File: config.mk
export PLATFORM = sky130hd
export DESIGN_NAME = dial_seq_ctrl
export DESIGN_NICKNAME = d
export VERILOG_FILES = /design/src/rtl/dial_pkg.sv /design/src/rtl/dial_cmd_fifo.sv /design/src/rtl/dial_redial_store.sv /design/src/rtl/dial_hold_timer.sv /design/src/rtl/dial_seq_ctrl.sv
export SDC_FILE = /design/constraint.sdc
export NUM_CORES = 1
export LEC_CHECK = 0
export BUFFER_PORTS_ARGS = -buffer_cell sky130_fd_sc_hd__buf_2
export CAP_MARGIN = 20
export CORE_ASPECT_RATIO = 1.75
export CORE_MARGIN = 5
export CORE_UTILIZATION = 51
export CTS_CLUSTER_DIAMETER = 200
export DETAILED_ROUTE_END_ITERATION = 8
export HOLD_SLACK_MARGIN = 0.02
export PLACE_DENSITY = 0.74
export SLEW_MARGIN = 20
export SYNTH_ARGS = -nofsm -noshare
export SYNTH_HDL_FRONTEND = slang
export SYNTH_HIERARCHICAL = 1
export SYNTH_SLANG_ARGS = --single-unit
File: constraint.sdc
create_clock -name clk -period 4.1 [get_ports clk]
set_input_delay 0.41 -clock clk [delete_from_list [all_inputs] [get_ports clk]]
set_output_delay 0.41 -clock clk [all_outputs]
set_load 0.005 [all_outputs]
File: src/rtl/dial_pkg.sv
package dial_pkg;

    localparam int KEY_W  = 5;
    localparam int CODE_W = 4;

    localparam logic [KEY_W-1:0]  KEY_STAR = 5'd10;
    localparam logic [KEY_W-1:0]  KEY_HASH = 5'd11;
    localparam logic [KEY_W-1:0]  KEY_RP   = 5'd12;
    localparam logic [CODE_W-1:0] SYM_STAR  = 4'd10;
    localparam logic [CODE_W-1:0] SYM_PAUSE = 4'd12;

    localparam logic [1:0] LOCK_OFF       = 2'd0;
    localparam logic [1:0] LOCK_ZERO_NINE = 2'd1;
    localparam logic [1:0] LOCK_ZERO      = 2'd2;

    typedef enum logic [1:0] {
        CMD_DIGIT = 2'd0,
        CMD_PAUSE = 2'd1,
        CMD_FLASH = 2'd2
    } cmd_kind_e;

    typedef struct packed {
        cmd_kind_e          kind;
        logic [CODE_W-1:0]  code;
        logic               tone;
    } dial_cmd_t;

    typedef enum logic [1:0] {
        ST_READY,
        ST_REPLAY,
        ST_FLASH,
        ST_LOCKED
    } ctrl_state_e;

    // Map a recordable symbol to the command it produces in the current mode.
    function automatic dial_cmd_t sym_to_cmd(input logic [CODE_W-1:0] sym,
                                             input logic tone_now,
                                             input logic star_alt);
        dial_cmd_t c;
        c.kind = CMD_DIGIT;
        c.code = sym;
        c.tone = tone_now;
        if (sym == SYM_PAUSE) begin
            c.kind = CMD_PAUSE;
            c.code = '0;
        end else if (sym == SYM_STAR && !tone_now) begin
            if (star_alt) begin
                c.tone = 1'b1;
            end else begin
                c.kind = CMD_PAUSE;
                c.code = '0;
                c.tone = 1'b0;
            end
        end
        return c;
    endfunction

    function automatic logic lock_hit(input logic [KEY_W-1:0] key, input logic [1:0] cfg);
        case (cfg)
            LOCK_ZERO_NINE: return (key == 5'd0) || (key == 5'd9);
            LOCK_ZERO:      return key == 5'd0;
            default:        return 1'b0;
        endcase
    endfunction

    function automatic logic is_flash_key(input logic [KEY_W-1:0] key);
        return key[4:2] == 3'b100;
    endfunction

    function automatic logic is_dial_key(input logic [KEY_W-1:0] key);
        return key <= KEY_HASH;
    endfunction

endpackage

File: src/rtl/dial_cmd_fifo.sv
module dial_cmd_fifo
    import dial_pkg::*;
#(
    parameter int DEPTH = 16
) (
    input  logic      clk,
    input  logic      rst,
    input  logic      flush,
    input  logic      push,
    input  dial_cmd_t din,
    input  logic      pop,
    output dial_cmd_t dout,
    output logic      empty,
    output logic      full
);
    localparam int AW = $clog2(DEPTH);
    localparam int CW = $clog2(DEPTH + 1);

    dial_cmd_t       mem [DEPTH];
    logic [AW-1:0]   wp;
    logic [AW-1:0]   rp;
    logic [CW-1:0]   cnt;
    logic            do_push;
    logic            do_pop;
    logic [AW-1:0]   waddr;

    assign do_push = push && (flush || !full);
    assign do_pop  = pop && !empty && !flush;
    assign waddr   = flush ? '0 : wp;

    always_ff @(posedge clk) begin
        if (rst) begin
            wp  <= '0;
            rp  <= '0;
            cnt <= '0;
        end else if (flush) begin
            wp  <= push ? AW'(1) : '0;
            rp  <= '0;
            cnt <= push ? CW'(1) : '0;
        end else begin
            if (do_push) wp <= wp + AW'(1);
            if (do_pop)  rp <= rp + AW'(1);
            cnt <= cnt + CW'(do_push) - CW'(do_pop);
        end
    end

    always_ff @(posedge clk) begin
        if (do_push) mem[waddr] <= din;
    end

    assign dout  = mem[rp];
    assign empty = (cnt == '0);
    assign full  = (cnt == CW'(DEPTH));

endmodule

File: src/rtl/dial_redial_store.sv
module dial_redial_store
    import dial_pkg::*;
#(
    parameter int DEPTH = 32
) (
    input  logic                       clk,
    input  logic                       rst,
    input  logic                       clr,
    input  logic                       wr,
    input  logic [CODE_W-1:0]          wr_code,
    input  logic [$clog2(DEPTH)-1:0]   rd_idx,
    output logic [CODE_W-1:0]          rd_code,
    output logic [$clog2(DEPTH+1)-1:0] len,
    output logic                       over
);
    localparam int IW = $clog2(DEPTH);
    localparam int LW = $clog2(DEPTH + 1);

    logic [CODE_W-1:0] mem [DEPTH];
    logic              room;
    logic [IW-1:0]     waddr;

    assign room  = (len < LW'(DEPTH));
    assign waddr = clr ? '0 : len[IW-1:0];

    always_ff @(posedge clk) begin
        if (rst) begin
            len  <= '0;
            over <= 1'b0;
        end else if (clr) begin
            len  <= wr ? LW'(1) : '0;
            over <= 1'b0;
        end else if (wr) begin
            if (room) len  <= len + LW'(1);
            else      over <= 1'b1;
        end
    end

    always_ff @(posedge clk) begin
        if (wr && (clr || room)) mem[waddr] <= wr_code;
    end

    assign rd_code = mem[rd_idx];

endmodule

File: src/rtl/dial_hold_timer.sv
module dial_hold_timer #(
    parameter int LIMIT = 300
) (
    input  logic clk,
    input  logic rst,
    input  logic start,
    input  logic cancel,
    output logic busy
);
    localparam int CW = $clog2(LIMIT + 1);

    logic [CW-1:0] cnt;

    always_ff @(posedge clk) begin
        if (rst || cancel)    cnt <= '0;
        else if (start)       cnt <= CW'(LIMIT);
        else if (cnt != '0)   cnt <= cnt - CW'(1);
    end

    assign busy = (cnt != '0);

endmodule

File: src/rtl/dial_seq_ctrl.sv
module dial_seq_ctrl
    import dial_pkg::*;
#(
    parameter int QDEPTH      = 16,
    parameter int RDEPTH      = 32,
    parameter int OFFHOOK_DLY = 300,
    parameter int FLASH_GAP   = 1000
) (
    input  logic        clk,
    input  logic        rst,
    input  logic        on_hook,
    input  logic        pulse_sel,
    input  logic        star_alt,
    input  logic [1:0]  lock_cfg,
    input  logic        key_valid,
    input  logic [4:0]  key_code,
    input  logic        cmd_ready,
    output logic        cmd_valid,
    output logic [1:0]  cmd_kind,
    output logic [3:0]  cmd_code,
    output logic        cmd_tone,
    output logic        tone_mode,
    output logic        dp_hold
);
    localparam int IW = $clog2(RDEPTH);
    localparam int LW = $clog2(RDEPTH + 1);

    ctrl_state_e       state, nxt_state;
    logic              first_key, nxt_first;
    logic [LW-1:0]     ptr, nxt_ptr;
    logic              tone_latch;
    logic              hook_q;

    logic              off_edge;
    logic              tone_now;
    logic              redial_ok;
    logic              flash_req;

    logic              q_push, q_flush, q_pop, q_empty, q_full;
    dial_cmd_t         q_din, q_head;

    logic              rec_clr, rec_wr;
    logic [CODE_W-1:0] rec_code, rec_rd;
    logic [LW-1:0]     rec_len;
    logic              rec_over;

    logic              set_latch;
    logic              fl_start, fl_busy;
    logic              hold_start;

    assign off_edge   = hook_q && !on_hook;
    assign tone_now   = !pulse_sel || tone_latch;
    assign redial_ok  = (rec_len != '0) && !rec_over;
    assign flash_req  = key_valid && is_flash_key(key_code) &&
                        (state == ST_READY || state == ST_REPLAY);
    assign hold_start = off_edge && (lock_cfg != LOCK_OFF);

    always_comb begin
        nxt_state = state;
        nxt_first = first_key;
        nxt_ptr   = ptr;
        q_push    = 1'b0;
        q_flush   = on_hook;
        q_din     = sym_to_cmd(key_code[3:0], tone_now, star_alt);
        rec_clr   = 1'b0;
        rec_wr    = 1'b0;
        rec_code  = key_code[3:0];
        set_latch = 1'b0;
        fl_start  = 1'b0;

        if (on_hook) begin
            nxt_state = ST_READY;
            nxt_first = 1'b1;
        end else if (flash_req) begin
            q_flush    = 1'b1;
            q_push     = 1'b1;
            q_din.kind = CMD_FLASH;
            q_din.code = {2'b00, key_code[1:0]};
            q_din.tone = tone_now;
            fl_start   = 1'b1;
            nxt_state  = ST_FLASH;
            nxt_first  = 1'b0;
        end else begin
            case (state)
                ST_READY: begin
                    if (key_valid) begin
                        if (first_key && lock_hit(key_code, lock_cfg)) begin
                            nxt_state = ST_LOCKED;
                            nxt_first = 1'b0;
                        end else if (key_code == KEY_RP) begin
                            nxt_first = 1'b0;
                            if (first_key) begin
                                if (redial_ok) begin
                                    nxt_state = ST_REPLAY;
                                    nxt_ptr   = '0;
                                end
                            end else begin
                                q_push = 1'b1;
                                rec_wr = 1'b1;
                            end
                        end else if (is_dial_key(key_code)) begin
                            q_push    = 1'b1;
                            rec_wr    = 1'b1;
                            rec_clr   = first_key;
                            set_latch = (key_code == KEY_STAR);
                            nxt_first = 1'b0;
                        end
                    end
                end
                ST_REPLAY: begin
                    if (!q_full) begin
                        q_push    = 1'b1;
                        q_din     = sym_to_cmd(rec_rd, tone_now, star_alt);
                        set_latch = (rec_rd == SYM_STAR);
                        nxt_ptr   = ptr + LW'(1);
                        if ((ptr + LW'(1)) == rec_len) nxt_state = ST_READY;
                    end
                end
                ST_FLASH: begin
                    if (!fl_busy) begin
                        nxt_state = ST_READY;
                        nxt_first = 1'b1;
                    end
                end
                default: begin
                    nxt_state = ST_LOCKED;
                end
            endcase
        end
    end

    always_ff @(posedge clk) begin
        if (rst) begin
            state      <= ST_READY;
            first_key  <= 1'b1;
            ptr        <= '0;
            tone_latch <= 1'b0;
            hook_q     <= 1'b1;
        end else begin
            state     <= nxt_state;
            first_key <= nxt_first;
            ptr       <= nxt_ptr;
            hook_q    <= on_hook;
            if (on_hook)        tone_latch <= 1'b0;
            else if (set_latch) tone_latch <= 1'b1;
        end
    end

    dial_cmd_fifo #(.DEPTH(QDEPTH)) u_queue (
        .clk   (clk),
        .rst   (rst),
        .flush (q_flush),
        .push  (q_push),
        .din   (q_din),
        .pop   (q_pop),
        .dout  (q_head),
        .empty (q_empty),
        .full  (q_full)
    );

    dial_redial_store #(.DEPTH(RDEPTH)) u_recall (
        .clk     (clk),
        .rst     (rst),
        .clr     (rec_clr),
        .wr      (rec_wr),
        .wr_code (rec_code),
        .rd_idx  (ptr[IW-1:0]),
        .rd_code (rec_rd),
        .len     (rec_len),
        .over    (rec_over)
    );

    dial_hold_timer #(.LIMIT(OFFHOOK_DLY)) u_offhook (
        .clk    (clk),
        .rst    (rst),
        .start  (hold_start),
        .cancel (on_hook),
        .busy   (dp_hold)
    );

    dial_hold_timer #(.LIMIT(FLASH_GAP)) u_flashgap (
        .clk    (clk),
        .rst    (rst),
        .start  (fl_start),
        .cancel (on_hook),
        .busy   (fl_busy)
    );

    assign cmd_valid = !q_empty && !dp_hold;
    assign q_pop     = cmd_valid && cmd_ready;
    assign cmd_kind  = q_head.kind;
    assign cmd_code  = q_head.code;
    assign cmd_tone  = q_head.tone;
    assign tone_mode = tone_now;

endmodule

==> impl_metrics.ini <==
[outcome]
status = finished with violations
violations = design-rule violations

[setup_path]
reg2reg_to = u_queue/cnt[4]$_SDFF_PP0_
crit_path_end_kind = flop
worst_ep_arrival_time_ns = 4.15
critPathMaxStageDelay_ns = 0.61
cp_slowest_cell = or4b_1
rrSetupSlack_ns = 0.42
crit_chain = inv_1 > ha_1 > or4b_1 > or2_4 > nor2_1 > and2_1 > nor3b_1 > ha_1 > inv_1 > ha_1 > fa_1 > a21oi_1 > nor2_1 > or3_1 > a21oi_1
crit_type = reg2reg
cp_max_fo = 8
crit_family = simple AND/OR/NAND/NOR gates
ff2ff_path_depth = 15
cp-start-kind = flop
worst_ep_required_time_ns = 4.56
path_buf_inv = 2
worst_path_most_repeated_cell = ha_1
reg2reg_from = u_offhook/cnt[0]$_SDFFE_PP0P_

[cts]
insertion_delay_ns = 0.53
postCtsSetupRepairBufs = 0
h-tree-depth = 1
cts_buffer_depth = 3
tritoncts = yes
clk_pin_slew_worst_paths_ns = 0.07
clkSinkCount = 294
cts_buffers = 26
clock_tree.root_cell = clkbuf_16

[final_layout]
diodes = 0
post-route-util_pct = 56.59
layout.nets = 921
multiInputGateArea_mm2 = 0.004334
area_growth_pct = 9.969
seqCellArea_mm2 = 0.008289
final_cell_mix = edfxtp_1 (240), nor2_1 (91), dfxtp_1 (53)
layout-drive-gt1-share_pct = 18.19
fillCellCount = 1949
layout_commonest_cell = edfxtp_1

[synth]
ys_seq_area_share_pct = 64.05
syn_avg_cell_area_um2 = 15.28
yosysWarnings = 6
synth_flop_cell = edfxtp_1
synth_nets = 881
synth_seq_cells = 294
synth_edf_count = 240
syn_inst = 847
syn_area_mm2 = 0.01294
async_flop_share_pct = 0
synthDistinctLibCells = 79

[floorplanning]
die_area_mm2 = 0.02878
die_h_um = 220.7
rows = 77
die_w_um = 130.4
io-pin-count = 24
core_area_mm2 = 0.02515
start_util_pct = 51.46

[grt]
grt_max_degree = 41
grt_pass1_wl_mm = 42.00
grt.total_usage_pct = 19.02
grt_pass1_vias = 7720
overflow = 0
antenna_found_initial = 0

[route]
drt-pass1-iter-count = 7
dr.first_iter.drc_count = 476
wl_per_cell_um = 21.92
routed_wl_mm = 26.80
vias = 7355
postRouteAntennaNets = 0
drc = 1
via_per_inst = 6.014

[timing]
rsz0062_at_grt = no
setup_viol = 0
hold_violations = 0
max_freq_ghz = 0.2714
post-route-period-util_pct = 89.87
fin_tns_setup_ns = 0
relSlewSlack_pct = 30.12
tightest_slew_ns = 1.047
skew_ns = 0.01988
fin_crit_ns = 3.685
slew_violations = 0

[placed_design]
port_buffers = 23
gp_congestion = 0.8320
dpl.hpwl_mm = 19.26

[power_and_ir_drop]
power_leakage_uw = 0.004570
power_density_mw_per_mm2 = 443.3
max-vdd-ir-drop_uv = 416.9

[worst_hold_path]
min_from = rst
min_path_cells = 2
hold_end = u_queue/cnt[0]$_SDFF_PP0_
hold_class = in2reg

[job]
cap_violations = 0
## how the worst max path moves through the flow
stage	cells past startpoint	from	endpoint	slack, ns
2_1_floorplan	16	u_offhook/cnt[0]$_SDFFE_PP0P_	u_queue/cnt[4]$_SDFF_PP0_	0.75
3_3_place_gp	9	ptr[1]$_SDFFE_PP0P_	u_queue/mem[8][5]$_DFFE_PP_	0.45
3_5_place_dp	9	ptr[1]$_SDFFE_PP0P_	u_queue/mem[10][5]$_DFFE_PP_	0.29
4_1_cts	9	ptr[1]$_SDFFE_PP0P_	u_queue/mem[14][5]$_DFFE_PP_	0.24
5_1_grt	15	u_offhook/cnt[0]$_SDFFE_PP0P_	u_queue/cnt[4]$_SDFF_PP0_	0.11
6_report	15	u_offhook/cnt[0]$_SDFFE_PP0P_	u_queue/cnt[4]$_SDFF_PP0_	0.42
## registers in the layout, indices dropped and copies added, names as in the netlist, 4 cells and up, named ones only
| name | cells |
|---|---|
| u_offhook/cnt | 9 |
| u_recall/mem | 128 |
| u_recall/len | 6 |
| u_flashgap/cnt | 10 |
| u_queue/rp | 4 |
| ptr | 6 |
| u_queue/mem | 112 |
| u_queue/wp | 4 |
| u_queue/cnt | 5 |
## layer usage
layer	part of all wire [%]	track usage (%)	routed length [µm]	vias to the layer above
met5	0	0	0	-
met4	3.1	6.211	835	0
met3	3.5	2.246	947	52
met2	59	38.43	15750	194
met1	35	19.71	9273	3692
li1	-	-	-	3417
## logic make-up after synthesis
| kind of cell | Yosys count | share of synthesized area (%) |
|---|---|---|
| simple gates | 262 | 10.82 |
| flops | 294 | 64.05 |
| compound gates | 117 | 6.121 |
| mux | 80 | 13.34 |
| fa+ha+maj | 20 | 1.992 |
| xor+xnor | 17 | 1.151 |
| buf+inv | 57 | 2.524 |
## worst reg2reg max path: stages (launching register included)
cell and delay, ns:
dfxtp_1 0.36, inv_1 0.08, ha_1 0.22, or4b_1 0.61, or2_4 0.31, nor2_1 0.12
and2_1 0.19, nor3b_1 0.23, ha_1 0.16, inv_1 0.03, ha_1 0.19, fa_1 0.41
a21oi_1 0.15, nor2_1 0.06, or3_1 0.34, a21oi_1 0.15
## where the power goes
group	internal [µW]	switching [µW]	total, µW
Sequential	3270	69.3	3340
Combinational	257	372	630
Clock	1290	1050	2340
Total	4820	1490	6310
## synth_stat cells, types with 9 or more instances
cell type,instances,area (µm²)
a21oi_1,30,150.1
a22oi_1,14,105.1
a31oi_1,10,62.56
dfxtp_1,54,1081
edfxtp_1,240,7207
ha_1,19,237.7
inv_1,26,97.59
mux4_1,18,473.0
mux4_2,50,1126
nand2_1,38,142.6
nand3_1,18,90.09
nand3b_1,11,82.58
nor2_1,92,345.3
nor2b_1,14,87.58
nor3_1,20,100.1
o21ai_0,19,95.09
xnor2_1,9,78.83
## timing repair
item,in CTS,in global routing
hold buffers,0,0
gates resized for setup,0,1
setup endpoints to repair,0,16
## final cells by class
cell class,count,area share [%]
Sequential cell,294,58.25
Multi-Input combinational cell,496,30.46
Clock buffer,35,4.959
Tap cell,316,2.779
Timing Repair Buffer,43,2.040
Clock inverter,13,0.8265
Inverter,26,0.6858
## per-stage QoR
| step | cell area (µm²) | hold WS (ns) | setup WS [ns] | power [µW] | std cells |
|---|---|---|---|---|---|
| 6_report | 14230 | 0.3225 | 0.4152 | 6309 | 1223 |
| 5_1_grt | 14230 | 0.3472 | 0.1148 | 6554 | 1223 |
| 4_1_cts | 14220 | 0.3107 | 0.2364 | 6347 | 1223 |
| 3_5_place_dp | 13400 | 0.4608 | 0.2912 | 4022 | 1175 |
| 3_3_place_gp | 13400 | 0.4598 | 0.4505 | 4005 | 1175 |
| 2_1_floorplan | 12940 | 0.4439 | 0.7512 | 3862 | 847 |
(Power assumes the default switching activity.)
